`config.mk`:
```
export PLATFORM = sky130hd
export DESIGN_NAME = reset_supervisor
export DESIGN_NICKNAME = d
export VERILOG_FILES = /design/src/rtl/sup_pkg.sv /design/src/rtl/sup_ctrl.sv /design/src/rtl/sup_datapath.sv /design/src/rtl/reset_supervisor.sv
export SDC_FILE = /design/constraint.sdc
export NUM_CORES = 1
export LEC_CHECK = 0
export BUFFER_PORTS_ARGS = -buffer_cell sky130_fd_sc_hd__buf_2
export CORE_MARGIN = 10
export CORE_UTILIZATION = 41
export CTS_CLUSTER_SIZE = 40
export DETAILED_ROUTE_END_ITERATION = 10
export PLACE_DENSITY = 0.66
export SYNTH_ARGS = -nofsm -noshare
export SYNTH_HDL_FRONTEND = slang
export SYNTH_SLANG_ARGS = --single-unit
```
`constraint.sdc`:
```
create_clock -name clk -period 8.7 [get_ports clk]
set_input_delay 1.74 -clock clk [delete_from_list [all_inputs] [get_ports clk]]
set_output_delay 1.74 -clock clk [all_outputs]
set_load 0.005 [all_outputs]
```
`src/rtl/sup_pkg.sv`:
```
package sup_pkg;
  typedef enum logic {ST_HOLD = 1'b0, ST_RUN = 1'b1} supState_t;

  // Strobes from the control to the watchdog datapath.
  typedef struct packed {
    logic wdClr;   // hold watchdog count at zero
    logic wdRun;   // watchdog allowed to count
  } wdStrobe_t;
endpackage

```
`src/rtl/sup_ctrl.sv`:
```
module sup_ctrl
  import sup_pkg::*;
#(
  parameter int HOLD_W = 16
) (
  input  logic              clk,
  input  logic              supplyOk,
  input  logic [HOLD_W-1:0] holdTicks,
  input  logic              expireHit,
  output wdStrobe_t         strobes,
  output logic              rstActive,
  output logic              wdExpire
);
  localparam int HW1 = HOLD_W + 1;

  supState_t         state   = ST_HOLD;
  logic [HOLD_W-1:0] holdCnt = '0;
  logic              expireQ = 1'b0;
  logic              holdDone;

  // Release on the last hold tick; a zero hold acts as one tick.
  assign holdDone = (HW1'(holdCnt) + HW1'(1)) >= HW1'(holdTicks);

  always_ff @(posedge clk) begin
    expireQ <= 1'b0;
    case (state)
      ST_HOLD: begin
        if (!supplyOk) begin
          holdCnt <= '0;
        end else if (holdDone) begin
          state   <= ST_RUN;
          holdCnt <= '0;
        end else begin
          holdCnt <= holdCnt + 1'b1;
        end
      end
      default: begin
        holdCnt <= '0;
        if (!supplyOk) begin
          state <= ST_HOLD;
        end else if (expireHit) begin
          state   <= ST_HOLD;
          expireQ <= 1'b1;
        end
      end
    endcase
  end

  assign rstActive     = (state != ST_RUN) || !supplyOk;
  assign strobes.wdClr = rstActive;
  assign strobes.wdRun = !rstActive;
  assign wdExpire      = expireQ;
endmodule

```
`src/rtl/sup_datapath.sv`:
```
module sup_datapath
  import sup_pkg::*;
#(
  parameter int BASE_W   = 16,
  parameter int EXT_MULT = 500,
  parameter int SELF_NUM = 470,
  parameter int SYNC_N   = 2
) (
  input  logic              clk,
  input  logic              kickIn,
  input  logic              modeSel,
  input  logic              kickFloat,
  input  logic [BASE_W-1:0] basePeriod,
  input  wdStrobe_t         strobes,
  output logic              expireHit
);
  localparam int CNT_W = BASE_W + $clog2(EXT_MULT);
  localparam int N_IN  = 2;   // bit 0: kick line, bit 1: mode line

  logic [N_IN-1:0] rawIn;
  logic [N_IN-1:0] syncOut;
  logic [N_IN-1:0] prevQ = '0;
  logic [N_IN-1:0] edgeSeen;

  assign rawIn = {modeSel, kickIn};

  for (genvar g = 0; g < N_IN; g++) begin : g_sync
    logic [SYNC_N-1:0] stages = '0;
    always_ff @(posedge clk) stages <= {stages[SYNC_N-2:0], rawIn[g]};
    assign syncOut[g] = stages[SYNC_N-1];
  end

  always_ff @(posedge clk) prevQ <= syncOut;
  assign edgeSeen = syncOut ^ prevQ;

  logic             modeExt;
  logic             wdOff;
  logic             selfKick;
  logic             kickClr;
  logic [CNT_W-1:0] baseWide;
  logic [CNT_W-1:0] limit;
  logic [CNT_W-1:0] selfThr;
  logic [CNT_W-1:0] wdCnt = '0;

  assign modeExt  = syncOut[1];
  assign wdOff    = (basePeriod == '0);
  assign baseWide = CNT_W'(basePeriod);
  assign limit    = modeExt ? baseWide * CNT_W'(EXT_MULT) : baseWide;
  assign selfThr  = baseWide * CNT_W'(SELF_NUM);
  assign selfKick = modeExt && kickFloat && !wdOff && (wdCnt >= selfThr - 1'b1);
  assign kickClr  = (|edgeSeen) || selfKick;
  assign expireHit = strobes.wdRun && !wdOff && !kickClr && (wdCnt >= limit - 1'b1);

  always_ff @(posedge clk) begin
    if (strobes.wdClr || wdOff || kickClr) wdCnt <= '0;
    else if (strobes.wdRun)                wdCnt <= wdCnt + 1'b1;
  end
endmodule

```
`src/rtl/reset_supervisor.sv`:
```
module reset_supervisor
  import sup_pkg::*;
#(
  parameter int HOLD_W   = 16,
  parameter int BASE_W   = 16,
  parameter int EXT_MULT = 500,
  parameter int SELF_NUM = 470
) (
  input  logic              clk,
  input  logic              supplyOk,
  input  logic              kickIn,
  input  logic              modeSel,
  input  logic              kickFloat,
  input  logic [HOLD_W-1:0] holdTicks,
  input  logic [BASE_W-1:0] basePeriod,
  output logic              rstN,
  output logic              rstP,
  output logic              wdExpire
);
  localparam int CNT_W = BASE_W + $clog2(EXT_MULT);

  wdStrobe_t strobes;
  logic      expireHit;
  logic      rstActive;

  sup_ctrl #(.HOLD_W(HOLD_W)) u_ctrl (
    .clk       (clk),
    .supplyOk  (supplyOk),
    .holdTicks (holdTicks),
    .expireHit (expireHit),
    .strobes   (strobes),
    .rstActive (rstActive),
    .wdExpire  (wdExpire)
  );

  sup_datapath #(
    .BASE_W   (BASE_W),
    .EXT_MULT (EXT_MULT),
    .SELF_NUM (SELF_NUM)
  ) u_dp (
    .clk        (clk),
    .kickIn     (kickIn),
    .modeSel    (modeSel),
    .kickFloat  (kickFloat),
    .basePeriod (basePeriod),
    .strobes    (strobes),
    .expireHit  (expireHit)
  );

  assign rstN = !rstActive;
  assign rstP = rstActive;
endmodule

```
==> summary.txt <==
Status
  • Run status: complete, no violations

Timing
  • Hold Vio Cnt, Final: 0
  • Post-route clock period utilization: 0.940
  • Setup TNS Final: 0 ps
  • Relative slew slack: 0.576
  • Unrepaired setup endpoints after global routing: no
  • Clock Skew: 7.36 ps
  • Least-Margin Pin Slew: 628 ps
  • Final Max Tran Viols: 0
  • Worst setup margin: 525 ps
  • Tmin final: 8180 ps
  • Achievable frequency: 0.122 GHz
  • Endpoints failing setup: 0

Critical path
  • CP Launch Type: input pin
  • CP Capture Type: register
  • WP data arrival: 8360 ps
  • Worst endpoint required time: 8880 ps
  • Critical path startpoint: basePeriod[1]
  • Reg2reg start: u_dp.g_sync[1].stages[1]
  • Critical path type: input pin to register
  • CP max FO: 12

Synthesis
  • Cell area after synthesis: 0.00949 mm^2
  • Post-Synthesis Cells: 1117
  • Largest area contributor in the netlist: ha_1
  • Yosys warns: 0
  • Async S/R FF share, synth: 0
  • Syn Area/Cell: 8.49 um^2
  • EDFF count, synth: 0
  • Synth cell types: 70
  • Post-synthesis xor/xnor area fraction: 0.0997
  • Synth Area in Simple Gates: 0.165
  • Main combinational cell family by area after synthesis: adder cells
  • Mux contribution to synthesized area: 0.0152
  • Compound-cell area share of the yosys netlist: 0.133
  • Register bit total from synthesis: 49
  • Post-synthesis sequential area ratio: 0.103
  • Syn Nets: 1408
  • Adder-cell share of the synthesized area: 0.407
  • Area contributors post-synth: ha_1 (22%), fa_1 (19%), dfxtp_1 (10%), inv_1 (6.8%), xnor2_1 (5.9%)
  • Synth Flop Type: dfxtp_1
  • Top-area cell type share of the netlist area: 0.215

Cells and area
  • Number of diodes: 0
  • Final core utilization: 0.454
  • Total Nets Final: 1458
  • Syn-to-layout area delta: 8.75%
  • Share of post-route cells with drive strength above 1: 0.0780

Routing
  • Final WL: 22700 um
  • # DRC: 0
  • Vias: 7713
  • First-pass DRT Iterations: 5
  • Vias/cell: 5.31
  • Post-DR wirelength/cell: 15.6 um
  • Routed Antenna Nets: 0
  • 1st-iter DRT viols: 352

Clock tree
  • H-tree depth: 2
  • CTS tree: yes
  • Clk sink count: 49
  • Root cell of the clock tree: clkbuf_16
  • Worst-path clk slew: 60 ps
  • Clock Latency Late Sink: 290 ps
  • Num CTS Buffers: 5
  • Clock Tree Buf Depth: 2

Placement
  • Hpwl dp: 19800 um
  • Buffers on Ports: 39
  • GP Congestion: 0.907
  • Post-Place Setup Slack: 47.4 ps

Die
  • Ports: 40
  • Die area: 0.0296 mm^2
  • Die W: 172 um
  • Die H: 172 um
  • Rows: 55
  • Initial Utilization: 0.418
  • Core Region: 0.0227 mm^2

Power
  • Cell Pwr Density: 311 mW/mm^2
  • Leakage: 5.03 nW
  • Maximum VDD drop: 160 uV

Global route
  • Largest net degree at the start of global routing: 48
  • Global-route wire length before repair: 38400 um
  • Number of global-route vias before repair: 7959
  • Gr usage total: 0.159
  • Total gr overflow: 0
  • Initial antenna violation count: 0

Hold path
  • Hold path start: u_dp.g_sync[1].stages[0]
  • Min-delay worst type: register to register

Run
  • Max_cap viols: 0
[worst max-delay path, stage by stage]
cell and delay [ps]:
buf_2 210, inv_1 130, fa_1 600, inv_1 70
fa_1 500, inv_1 50, fa_1 420, fa_1 530
inv_1 50, ha_1 370, nand2_1 100, o21ai_1 230
nor2_1 80, xnor2_1 160, or3_1 450, or4_1 530
nand2b_1 200, xnor2_1 130, ha_1 280, nand4_1 130
nor4_2 300, a21oi_1 90, a21boi_0 160, o21ai_0 90
a21o_1 170, a32oi_2 260, buf_4 250, nor2_1 60
[timing repair]
item / CTS / global route
gates resized for setup: 0 / 12
endpoints found under the setup margin: 0 / 27
setup buffers: 0 / 0
hold buffers: 0 / 0
[area by class of cell]
type                            instances  area [um^2]
Multi-Input combinational cell        876         7810
Fill cell                            2252        12400
Timing Repair Buffer                   61          364
Sequential cell                        49          982
Inverter                              174          653
Clock buffer                            6          139
Tap cell                              285          357
Clock inverter                          1         7.51
[cell families after synthesis]
family | count (synthesis)
mux | 14
fa+ha+maj | 254
compound gates | 194
flops | 49
buf+inv | 192
xor+xnor | 108
simple gates | 306
[cell usage in the layout, fill, tap and decap left out, types with 10 or more instances in the layout]
cell	n
fa_1	91
o21ai_0	33
buf_2	39
nand2b_1	11
nand2_1	61
nand3_1	27
inv_1	173
nor2_1	82
and3_1	22
xnor2_1	64
xor2_1	44
mux2i_1	11
a21oi_1	56
buf_4	21
nand4_1	25
ha_1	163
dfxtp_1	48
nor3_1	21
o21a_1	10
a21o_1	30
[flip-flops by register name, summed over array words and instances (netlist names)]
name	cells
u_ctrl.holdCnt	16
u_ctrl.wdExpire	1
u_dp.wdCnt	25
u_dp.prevQ	2
u_dp.g_sync.stages	4
u_ctrl.state	1
[metrics by stage]
step	power, mW	hold WS, ps	std cells	cell area, um^2
floorplan	2.33	310	1117	9490
finish	3.21	327	1452	10300
global placement	2.94	313	1444	10100
global route	3.60	329	1452	10300
CTS	3.19	329	1451	10300
detailed placement	2.97	320	1444	10100
[Yosys cell counts (25+ instances only)]
cell / n
xnor2_1: 64
nor2_1: 82
nand2_1: 61
o21ai_0: 35
a21oi_1: 57
nand3_1: 27
xor2_1: 44
inv_1: 173
a21o_1: 30
nand4_1: 25
fa_1: 91
ha_1: 163
dfxtp_1: 49
[per-layer routing]
| metal | vias up | share of wire | global-route usage |
|---|---|---|---|
| met5 | - | 0 | 0 |
| met1 | 3647 | 0.48 | 0.210 |
| met4 | 0 | 0.015 | 0.0337 |
| met3 | 26 | 0.040 | 0.0125 |
| li1 | 3900 | - | - |
| met2 | 140 | 0.47 | 0.276 |
[report_power, final]
part	internal, mW	switching (mW)
clock	0.113	0.0797
combinational	1.17	1.62
sequential	0.227	0.00182
total	1.51	1.70
[path summary, 6_finish.rpt]
kind                              end  slack [ps]  depth (start not counted)
max                    u_dp.wdCnt[21]         520                         28
min          u_dp.g_sync[1].stages[1]         330                          0
max reg2reg              u_ctrl.state        3790                         19
min reg2reg  u_dp.g_sync[1].stages[1]         330                          0
No activity file was read; power rests on OpenSTA's default activity.
